## config.mk

```make
export PLATFORM = sky130hd
export DESIGN_NAME = nic_irq_ctrl
export DESIGN_NICKNAME = d
export VERILOG_FILES = /design/src/rtl/nic_irq_pkg.sv /design/src/rtl/nic_irq_regfile.sv /design/src/rtl/nic_irq_status.sv /design/src/rtl/nic_irq_coalesce.sv /design/src/rtl/nic_irq_ctrl.sv
export SDC_FILE = /design/constraint.sdc
export NUM_CORES = 1
export LEC_CHECK = 0
export BUFFER_PORTS_ARGS = -buffer_cell sky130_fd_sc_hd__buf_4
export CAP_MARGIN = 20
export CORE_ASPECT_RATIO = 0.5
export CORE_MARGIN = 1
export CORE_UTILIZATION = 59
export DETAILED_ROUTE_END_ITERATION = 16
export PLACE_DENSITY = 0.88
export SKIP_LAST_GASP = 1
export SYNTH_ARGS = -nofsm -noshare
export SYNTH_HDL_FRONTEND = slang
export SYNTH_HIERARCHICAL = 1
export SYNTH_SLANG_ARGS = --single-unit
```

## constraint.sdc

```tcl
create_clock -name clk -period 6.4 [get_ports clk]
set_input_delay 1.28 -clock clk [delete_from_list [all_inputs] [get_ports clk]]
set_output_delay 1.28 -clock clk [all_outputs]
set_load 0.005 [all_outputs]
```

## src/rtl/nic_irq_pkg.sv

```systemverilog
package nic_irq_pkg;

    localparam int NSRC     = 9;
    localparam int HW_SRC   = 8;
    localparam int SOFT_BIT = 8;

    localparam logic [NSRC-1:0] SRC_VALID = 9'h1FF;
    localparam logic [NSRC-1:0] IMM_MASK  = 9'h1CC;
    localparam logic [NSRC-1:0] COAL_MASK = SRC_VALID & ~IMM_MASK;

    localparam int ADR_CFG  = 0;
    localparam int ADR_CMD  = 1;
    localparam int ADR_STAT = 2;
    localparam int ADR_MASK = 3;
    localparam int ADR_DLY  = 4;

    localparam int CFG_IEN_BIT  = 2;
    localparam int CMD_RST_BIT  = 0;
    localparam int CMD_SOFT_BIT = 1;

    typedef struct packed {
        logic soft_rst;
        logic soft_irq;
        logic stat_rd;
    } reg_op_t;

    typedef enum logic [1:0] {
        C_IDLE  = 2'd0,
        C_COUNT = 2'd1,
        C_FIRED = 2'd2
    } coal_state_e;

    function automatic logic any_in(input logic [NSRC-1:0] v, input logic [NSRC-1:0] grp);
        return |(v & grp);
    endfunction

endpackage

```

## src/rtl/nic_irq_regfile.sv

```systemverilog
module nic_irq_regfile
    import nic_irq_pkg::*;
#(
    parameter int REG_W  = 32,
    parameter int ADDR_W = 3,
    parameter int DLY_W  = 16
) (
    input  logic              clk,
    input  logic              rst,
    input  logic              reg_wr,
    input  logic              reg_rd,
    input  logic [ADDR_W-1:0] reg_addr,
    input  logic [REG_W-1:0]  reg_wdata,
    input  logic [NSRC-1:0]   status,
    output logic              int_en,
    output logic [NSRC-1:0]   mask,
    output logic [DLY_W-1:0]  delay,
    output reg_op_t           op,
    output logic [REG_W-1:0]  rdata
);

    logic wr_cfg, wr_cmd, wr_mask, wr_dly, rd_stat, clr;
    logic [REG_W-1:0] rd_mux;
    logic unused_wbits;

    assign wr_cfg  = reg_wr && (reg_addr == ADDR_W'(ADR_CFG));
    assign wr_cmd  = reg_wr && (reg_addr == ADDR_W'(ADR_CMD));
    assign wr_mask = reg_wr && (reg_addr == ADDR_W'(ADR_MASK));
    assign wr_dly  = reg_wr && (reg_addr == ADDR_W'(ADR_DLY));
    assign rd_stat = reg_rd && (reg_addr == ADDR_W'(ADR_STAT));

    // reset request outranks the software interrupt request
    assign op.soft_rst = wr_cmd && reg_wdata[CMD_RST_BIT];
    assign op.soft_irq = wr_cmd && reg_wdata[CMD_SOFT_BIT] && !reg_wdata[CMD_RST_BIT];
    assign op.stat_rd  = rd_stat;

    assign clr = rst || op.soft_rst;
    assign unused_wbits = ^reg_wdata;

    always_ff @(posedge clk) begin
        if (clr) begin
            int_en <= 1'b0;
            mask   <= SRC_VALID;
            delay  <= '0;
        end else begin
            if (wr_cfg)  int_en <= reg_wdata[CFG_IEN_BIT];
            if (wr_mask) mask   <= reg_wdata[NSRC-1:0];
            if (wr_dly)  delay  <= reg_wdata[DLY_W-1:0];
        end
    end

    always_comb begin
        rd_mux = '0;
        if (reg_addr == ADDR_W'(ADR_CFG))       rd_mux[CFG_IEN_BIT] = int_en;
        else if (reg_addr == ADDR_W'(ADR_STAT)) rd_mux[NSRC-1:0]    = status;
        else if (reg_addr == ADDR_W'(ADR_MASK)) rd_mux[NSRC-1:0]    = mask;
        else if (reg_addr == ADDR_W'(ADR_DLY))  rd_mux[DLY_W-1:0]   = delay;
    end

    always_ff @(posedge clk) begin
        if (rst)         rdata <= '0;
        else if (reg_rd) rdata <= rd_mux;
    end

endmodule

```

## src/rtl/nic_irq_status.sv

```systemverilog
module nic_irq_status
    import nic_irq_pkg::*;
(
    input  logic              clk,
    input  logic              clr,
    input  logic [HW_SRC-1:0] hw_evt,
    input  logic              soft_set,
    input  logic              rd_clr,
    output logic [NSRC-1:0]   status
);

    logic [NSRC-1:0] set_vec;

    for (genvar i = 0; i < NSRC; i++) begin : g_bit
        if (i == SOFT_BIT) begin : g_soft
            assign set_vec[i] = soft_set;
        end else begin : g_hw
            assign set_vec[i] = hw_evt[i];
        end

        // a new cause in the clearing cycle survives the clear
        always_ff @(posedge clk) begin
            if (clr) status[i] <= 1'b0;
            else     status[i] <= (status[i] && !rd_clr) || set_vec[i];
        end
    end

endmodule

```

## src/rtl/nic_irq_coalesce.sv

```systemverilog
module nic_irq_coalesce
    import nic_irq_pkg::*;
#(
    parameter int DLY_W = 16
) (
    input  logic             clk,
    input  logic             clr,
    input  logic             pend,
    input  logic [DLY_W-1:0] delay,
    output logic             fire
);

    coal_state_e      state;
    logic [DLY_W-1:0] cnt;

    always_ff @(posedge clk) begin
        if (clr || !pend) begin
            state <= C_IDLE;
            cnt   <= '0;
        end else begin
            case (state)
                C_IDLE: begin
                    if (delay == '0) begin
                        state <= C_FIRED;
                    end else begin
                        state <= C_COUNT;
                        cnt   <= delay;
                    end
                end
                C_COUNT: begin
                    if (cnt == DLY_W'(1)) state <= C_FIRED;
                    else                  cnt   <= cnt - 1'b1;
                end
                default: state <= C_FIRED;
            endcase
        end
    end

    assign fire = (state == C_FIRED);

endmodule

```

## src/rtl/nic_irq_ctrl.sv

```systemverilog
module nic_irq_ctrl
    import nic_irq_pkg::*;
#(
    parameter int REG_W  = 32,
    parameter int ADDR_W = 3,
    parameter int DLY_W  = 16
) (
    input  logic              clk,
    input  logic              rst,
    input  logic [7:0]        evt_i,
    input  logic              reg_wr,
    input  logic              reg_rd,
    input  logic [ADDR_W-1:0] reg_addr,
    input  logic [REG_W-1:0]  reg_wdata,
    output logic [REG_W-1:0]  reg_rdata,
    output logic              irq_o
);

    logic [NSRC-1:0]  status_q, mask_q, enabled;
    logic [DLY_W-1:0] dly_q;
    logic             int_en, coal_fire, coal_any, imm_any, blk_clr;
    reg_op_t          op;

    nic_irq_regfile #(.REG_W(REG_W), .ADDR_W(ADDR_W), .DLY_W(DLY_W)) u_regs (
        .clk       (clk),
        .rst       (rst),
        .reg_wr    (reg_wr),
        .reg_rd    (reg_rd),
        .reg_addr  (reg_addr),
        .reg_wdata (reg_wdata),
        .status    (status_q),
        .int_en    (int_en),
        .mask      (mask_q),
        .delay     (dly_q),
        .op        (op),
        .rdata     (reg_rdata)
    );

    assign blk_clr = rst || op.soft_rst;

    nic_irq_status u_stat (
        .clk      (clk),
        .clr      (blk_clr),
        .hw_evt   (evt_i),
        .soft_set (op.soft_irq),
        .rd_clr   (op.stat_rd),
        .status   (status_q)
    );

    assign enabled  = status_q & mask_q;
    assign imm_any  = any_in(enabled, IMM_MASK);
    assign coal_any = any_in(enabled, COAL_MASK);

    nic_irq_coalesce #(.DLY_W(DLY_W)) u_coal (
        .clk   (clk),
        .clr   (blk_clr),
        .pend  (coal_any),
        .delay (dly_q),
        .fire  (coal_fire)
    );

    assign irq_o = int_en && (imm_any || (coal_fire && coal_any));

endmodule

```

==> qor.csv, run 1 <==
metric;value;unit
Synth Area in XOR/XNOR;0;%
TNS Setup;0;ns
register area share after synthesis;37.8;%
Cells after Synth;444;
Fillers;435;
die area;0.00654;mm²
syn_area_per_cell;8.24;µm²
vias in the first global route;3085;
I/O pin cnt;80;
Slew Viols, Final;0;
Final setup viols;0;
TritonCTS buffer count;9;
Initial Utilization;63.9;%
routability cong.;0.911;
relative slew slack;37.2;%
most frequent cells in the layout;nand2_1 (79), dfxtp_1 (69), buf_4 (48), a21oi_1 (46), nand3_1 (31);
GR Overflow Total;0;
Antenna diodes;0;
max cap viols;0;
synthesis-to-layout area growth;12.6;%
most used cell along the critical path;nor2_1;
Leakage;1.65;nW
most common cell after layout, fill and taps aside;nand2_1;
GRT Util Overall;29.4;%
Reg clk slew, reported paths;0.05;ns
Synth area leader;dfxtp_1;
Worst EP required;6.65;ns
Startpoint Class;input pin;
row cnt;19;
Ys Warns;6;
Synth Area in Adders;0.684;%
Compound-Gate Fraction of Synth Area;22.8;%
main area contributors after synthesis;dfxtp_1 (38%), nand2_1 (8.1%), a21oi_1 (6.3%), buf_4 (4.5%), nand3_1 (4.2%);
critical path endpoint category;flip-flop;
Synth async-reset ratio;0;%
Worst Skew;0.00431;ns
worst skew pair latency;0.32;ns
Synth Flop Type;dfxtp_1;
first drt pass iteration count;5;
Final nets;523;
Netlist Area Pre-Place;0.00366;mm²
maximum clock rate;311;MHz
worst setup margin;3.19;ns
Routed WL;9120;µm
Die Width;113;µm
setup bufs post-CTS;0;
Core Region;0.00573;mm²
Layout Utilization;71.9;%
Worst Path Arrival;3.46;ns
fin crit share;50.2;%
mux share of post-synthesis cell area;0;%
Post-Synth Simple-Gate Area;28.2;%
pre-CTS setup slack;2.91;ns
Hold Path Class;reg2reg;
root buf cell;clkbuf_16;
CP cell instances;buf_4 -> nor2_1 -> nand3_1 -> nor2_1 -> or2_2 -> nand2b_1 -> nor2_1 -> o21a_1 -> o31ai_1 -> a21oi_1;
antenna violations before repair;0;
Worst Path Max Fanout;11;
CTS tree;built;
Detailed Route Iter0 Violations;289;
share of cells above drive strength 1;19.0;%
top cell type's share of synthesized area;37.8;%
hold_buf cts;0;
first-pass GRT wire length;14900;µm
EDFF count, synth;0;
CP max stage cell;nor2_1;
status;finished, final reports clean;
H-tree depth;3;
final-report hold violation count;0;
count of different cell masters after synthesis;68;
post-cts gate resize count;0;
largest family of logic cells by synthesized area;simple AND/OR/NAND/NOR gates;
vias per cell;6.14;
WL/cell;16.2;µm
Antenna Nets Post-Route;0;
PwrDens;272;mW/mm²
maximum VDD drop;0.157;mV
CTS sink count;69;
Least-Margin Pin Slew;0.939;ns
Port Buffers;47;
Die Y;57.7;µm
Clock Tree Buf Depth;2;
dpl hpwl;6190;µm
FF+latch count, synth;69;
crit path time final;3.21;ns
routed vias;3449;
CP Class;in2reg;
Slowest Stage Delay on Critical Path;0.55;ns
largest net degree at the start of global routing;23;
RSZ-0062 raised after global routing;no;
DRC;0;
## where the power goes
group / total (mW) / internal (mW) / switching (mW)
Sequential: 0.475 / 0.450 / 0.0252
Clock: 0.445 / 0.267 / 0.177
Combinational: 0.199 / 0.0752 / 0.124
## cells by family after synthesis
logic type | count (synthesis)
simple gates | 196
buf+inv | 59
flops | 69
fa+ha+maj | 2
other cells | 1
compound gates | 117
## through the flow
stage               hold WS (ns)  power [mW]  cells  cell area, µm²
finish                     0.456        1.12    562            4120
global route               0.484        1.17    562            4120
CTS                        0.458        1.12    562            4120
detailed placement         0.450       0.674    547            3850
global placement           0.440       0.669    547            3850
floorplan                  0.448       0.637    459            3710
## worst max-delay path: cells and delay by family
| kind | cells | cell delay, ns |
|---|---|---|
| buffers and inverters | 1 | 0.15 |
| AO/OA/AOI/OAI | 3 | 0.42 |
| AND/OR/NAND/NOR | 6 | 1.60 |
## path summary, 6_finish.rpt
check / start / to / slack (ns) / cells after the start
worst max-delay path: reg_addr[1] / u_coal/cnt[13] / 3.19 / 10
worst min-delay path: u_regs/rdata[15] / u_regs/rdata[15] / 0.46 / 2
worst min register to register: u_regs/rdata[15] / u_regs/rdata[15] / 0.46 / 2
worst max register to register: u_coal/state[0] / u_coal/cnt[13] / 4.17 / 6
## area by class of cell
type | instances | area (µm²) | area share, %
clock buffers | 10 | 239 | 5.80
clock inverters | 5 | 27.5 | 0.668
inverters | 15 | 56.3 | 1.37
multi-input cells | 331 | 1950 | 47.3
flip-flops and latches | 69 | 1380 | 33.5
well taps | 84 | 105 | 2.55
repair buffers | 48 | 360 | 8.75
## registers in the layout, indices dropped and copies added, names as in the netlist
register / count
u_regs/rdata: 16
u_stat/status: 9
u_coal/state: 2
u_regs/int_en: 1
u_regs/mask: 9
u_coal/cnt: 16
u_regs/delay: 16
## metal layers
metal | vias to the layer above | GRT usage, % | wire [µm] | share of wire (%)
li1 | 1612 | - | - | -
met1 | 1604 | 40.2 | 3990 | 44
met2 | 213 | 45.7 | 4100 | 45
met3 | 20 | 8.58 | 911 | 10
met4 | 0 | 8.46 | 119 | 1.3
met5 | - | 0 | 0 | 0
## Yosys cell counts (all sizes together), types with 2 or more instances
master,count
inv,15
ha,2
nand4,4
nor2b,3
nor3,11
a2111oi,3
nor4,4
nand2b,22
o41ai,2
o21ai,11
nand3,32
a22oi,11
dfxtp,69
or2,3
nor3b,4
buf,37
nor2,19
and2b,2
a31oi,2
or4,3
a21oi,46
o211ai,5
o31a,2
a32o,2
o311ai,4
o31ai,15
clkbuf,7
or3,3
nand2,79
o22ai,2
nand4b,2
o21a,4
No activity file was read; power rests on OpenSTA's default activity.
==> run 2: changes to the inputs <==
Settings changed: CORE_UTILIZATION 59 to 54, PLACE_DENSITY 0.88 to 0.81.
Clock period 6.4 ns to 3.1 ns, I/O delays scaled along.
==> qor.csv, run 2 (synthesis gave the netlist of run 1 again) <==
metric;value;unit
CP cell instances;nor2b_1 -> a21boi_0 -> o21a_1 -> buf_4;
Worst EP required;2.48;ns
Sw Pwr;0.659;mW
Hold EP;u_regs/rdata[1];
Least-Margin Pin Slew;0.907;ns
TNS Setup;0;ns
GRT Util Overall;27.3;%
R2R Setup Slk;1.01;ns
pre-CTS setup slack;0.708;ns
Core Region;0.00631;mm²
Switching Fraction;27.4;%
Clock Tree Buf Depth;2;
hold_buf cts;0;
TritonCTS buffer count;9;
GR Overflow Total;0;
Worst Path Max Fanout;5;
CTS sink count;69;
Leakage;1.67;nW
vias in the first global route;2883;
first drt pass iteration count;7;
crit path time final;2.14;ns
maximum clock rate;467;MHz
Port Buffers;47;
DRC;0;
crit path launch;u_coal/state[1];
Internal;1.75;mW
Reg clk slew, reported paths;0.05;ns
post-cts gate resize count;0;
Antenna Nets Post-Route;0;
dpl hpwl;6290;µm
WL/cell;16.0;µm
combinational power share;17.4;%
max cap viols;0;
largest net degree at the start of global routing;23;
start point of the worst hold path;u_regs/rdata[1];
PwrDens;577;mW/mm²
Antenna diodes;0;
fin crit share;69.0;%
CTS tree;built;
share of cells above drive strength 1;18.9;%
routed vias;3358;
Routed WL;9110;µm
relative slew slack;39.3;%
Final nets;526;
top flop regs;u_coal/cnt: 16 flops, u_regs/delay: 16 flops, u_regs/rdata: 16 flops;
setup bufs post-CTS;0;
H-tree depth;3;
RSZ-0062 raised after global routing;no;
Final setup viols;0;
final-report hold violation count;0;
root buf cell;clkbuf_16;
clock share of power;42.0;%
Worst R2R End;u_coal/cnt[2];
startpoint of the worst register-to-register path;u_regs/delay[10];
synthesis-to-layout area growth;14.1;%
I/O pin cnt;80;
worst setup margin;0.961;ns
Die Width;118;µm
first-pass GRT wire length;14800;µm
row cnt;20;
most frequent cells in the layout;nand2_1 (79), dfxtp_1 (69), buf_4 (51), a21oi_1 (46), nand3_1 (31);
worst skew pair latency;0.33;ns
routability cong.;0.849;
Detailed Route Iter0 Violations;292;
most common cell after layout, fill and taps aside;nand2_1;
critical path endpoint category;output port;
Slowest Stage Delay on Critical Path;0.41;ns
vias per cell;5.90;
reg2reg path depth;6;
antenna violations before repair;0;
maximum VDD drop;0.377;mV
Die Y;60.2;µm
Worst Skew;0.00290;ns
share of power burned in registers;40.7;%
CP Class;reg2out;
status;finished, final reports clean;
Initial Utilization;58.0;%
Slew Viols, Final;0;
CP max stage cell;dfxtp_1;
Hold Path Class;reg2reg;
die area;0.00713;mm²
Startpoint Class;flip-flop;
Hold Crit Depth;2;
Worst Path Arrival;1.52;ns
[run 2: worst max path at each step]
stage	to	depth (start not counted)	slack [ns]
2_1_floorplan	u_coal/cnt[13]	11	0.76
3_3_place_gp	u_coal/cnt[2]	10	0.73
3_5_place_dp	u_coal/cnt[2]	10	0.71
4_1_cts	irq_o	4	0.98
5_1_grt	irq_o	4	0.91
6_report	irq_o	4	0.96
[run 2: critical path, delay by kind of cell, from the launching register on]
kind | cells | cell delay (ns)
simple gates | 1 | 0.25
flops | 1 | 0.41
buf+inv | 1 | 0.11
compound gates | 2 | 0.43
[run 2: per-layer routing]
layer | global-route usage [%] | share of wire, %
met3 | 7.73 | 9.5
met4 | 8.86 | 1.1
met2 | 41.8 | 44
met5 | 0 | 0
met1 | 37.4 | 46
[run 2: layout make-up]
class / instances / area [µm²]
timing repair buffer: 51 / 383
fill: 555 / 2130
clock inverter: 1 / 30.0
clock buffer: 14 / 264
multi-input combinational: 331 / 1950
sequential: 69 / 1380
inverter: 15 / 56.3
tap: 88 / 110
[run 2: power groups by stage]
stage          Clock, mW  Sequential (mW)  Combinational (mW)
6_report            1.01            0.981               0.418
5_1_grt             1.07            0.985               0.455
4_1_cts             1.03            0.979               0.409
3_5_place_dp           0            0.997               0.403
3_3_place_gp           0            0.995               0.397
2_1_floorplan          0            0.980               0.336
[run 2: through the flow]
step           utilization [%]  hold slack, ns  instances  instance area (µm²)  total power, mW
2_1_floorplan                -           0.448        459                 3710             1.32
3_3_place_gp              61.5           0.444        554                 3880             1.39
3_5_place_dp              61.5           0.442        554                 3880             1.40
4_1_cts                   66.2           0.454        569                 4180             2.42
5_1_grt                   66.2           0.477        569                 4180             2.51
6_report                  66.2           0.455        569                 4180             2.41
==> run 3: changes to the inputs <==
Clock period 3.1 ns to 2 ns, I/O delays scaled along.
==> qor.csv, run 3 (synthesis gave the netlist of run 1 again) <==
metric;value;unit
post-route insts no fill;594;
first-pass GRT wire length;15200;µm
worst skew pair latency;0.33;ns
Routed WL;9430;µm
I/O pin cnt;80;
Worst Path Arrival;1.56;ns
Final setup viols;0;
combinational power share;20.0;%
CTS sink count;69;
TNS Setup;0;ns
CP cell instances;nor2b_1 -> a21boi_0 -> o21a_1 -> buf_4;
Internal;2.59;mW
Least-Margin Pin Slew;0.546;ns
CP max stage cell;dfxtp_1;
max cap viols;0;
Leakage;1.79;nW
top flop regs;u_coal/cnt: 16 flops, u_regs/delay: 16 flops, u_regs/rdata: 16 flops;
share of power burned in registers;41.6;%
routed vias;3523;
fin crit share;98.2;%
H-tree depth;3;
maximum VDD drop;0.505;mV
hold_buf cts;0;
vias per cell;5.93;
most common cell after layout, fill and taps aside;nand2_1;
CTS tree;built;
Slowest Stage Delay on Critical Path;0.43;ns
GRT Util Overall;28.1;%
clock share of power;38.3;%
Critical path buffers and inverters;1;
Port Buffers;47;
Detailed Route Iter0 Violations;339;
vias in the first global route;3104;
Die Width;118;µm
Antenna Nets Post-Route;0;
final-report hold violation count;0;
maximum clock rate;509;MHz
Hold Path Class;in2reg;
Startpoint Class;flip-flop;
Final nets;553;
die area;0.00713;mm²
Clock Tree Buf Depth;2;
synthesis-to-layout area growth;19.7;%
most frequent cells in the layout;nand2_1 (79), buf_4 (77), dfxtp_1 (69), a21oi_1 (46), nand3_1 (30);
first drt pass iteration count;5;
row cnt;20;
WL/cell;15.9;µm
root buf cell;clkbuf_16;
critical path endpoint category;output port;
Slew Viols, Final;0;
Antenna diodes;0;
Worst EP required;1.60;ns
RSZ-0062 raised after global routing;no;
dpl hpwl;6790;µm
Core Region;0.00631;mm²
antenna violations before repair;0;
TritonCTS buffer count;9;
Sw Pwr;1.05;mW
Worst Skew;0.00665;ns
DRC;0;
worst hold slack;0.298;ns
Initial Utilization;58.0;%
Die Y;60.2;µm
CP top delay family;flip-flops;
PwrDens;832;mW/mm²
share of cells above drive strength 1;23.9;%
routability cong.;0.877;
CP Class;reg2out;
GR Overflow Total;0;
largest net degree at the start of global routing;22;
Worst Path Max Fanout;5;
Reg clk slew, reported paths;0.05;ns
status;finished, final reports clean;
crit path time final;1.96;ns
Switching Fraction;28.9;%
Placed Cells incl. Taps;581;
relative slew slack;63.5;%
## run 3: final timing paths
check                                startpoint              end  slack [ns]  depth (start not counted)
worst max-delay path            u_coal/state[1]            irq_o        0.04                          4
worst min-delay path               reg_wdata[3]   u_regs/mask[3]        0.30                          3
worst max register to register  u_regs/delay[5]    u_coal/cnt[5]        0.11                          6
worst min register to register  u_regs/rdata[4]  u_regs/rdata[4]        0.46                          2
## run 3: repair_timing
action	in CTS	in global routing
endpoints found under the hold margin	0	0
resized for setup	0	4
setup buffers	0	0
endpoints found under the setup margin	0	6
## run 3: layout make-up
cell class | instances | area (µm²)
Clock buffer | 11 | 243
Clock inverter | 2 | 12.5
Fill cell | 509 | 1930
Inverter | 15 | 56.3
Multi-Input combinational cell | 331 | 1980
Sequential cell | 69 | 1380
Tap cell | 88 | 110
Timing Repair Buffer | 78 | 598
## run 3: power groups by stage
stage                     Combinational [mW]  Sequential, mW  Clock [mW]
after floorplan                        0.525            1.52           0
after global placement                 0.678            1.54           0
after detailed placement               0.691            1.54           0
after CTS                              0.699            1.51        1.42
after global routing                   0.796            1.53        1.48
final                                  0.730            1.52        1.40
## run 3: per-layer routing
| layer | global-route usage (%) | part of all wire, % | vias up |
|---|---|---|---|
| li1 | - | - | 1672 |
| met3 | 8.97 | 9.3 | 10 |
| met2 | 45.5 | 46 | 157 |
| met1 | 36.0 | 44 | 1684 |
| met4 | 9.95 | 0.82 | 0 |
| met5 | 0 | 0 | - |
## run 3: worst min-delay path, cell delays in order
cell	delay, ns
buf_4	0.09
nand2_1	0.04
nand3_1	0.06
## run 3: per-stage QoR
step / worst slack (ns) / instance area, µm² / utilization, % / power, mW
floorplan: 0.0757 / 3720 / - / 2.04
global placement: 0.109 / 4100 / 65.1 / 2.22
detailed placement: 0.0433 / 4100 / 65.1 / 2.23
CTS: 0.00150 / 4360 / 69.1 / 3.64
global route: 0.0123 / 4380 / 69.4 / 3.80
finish: 0.0369 / 4380 / 69.4 / 3.64
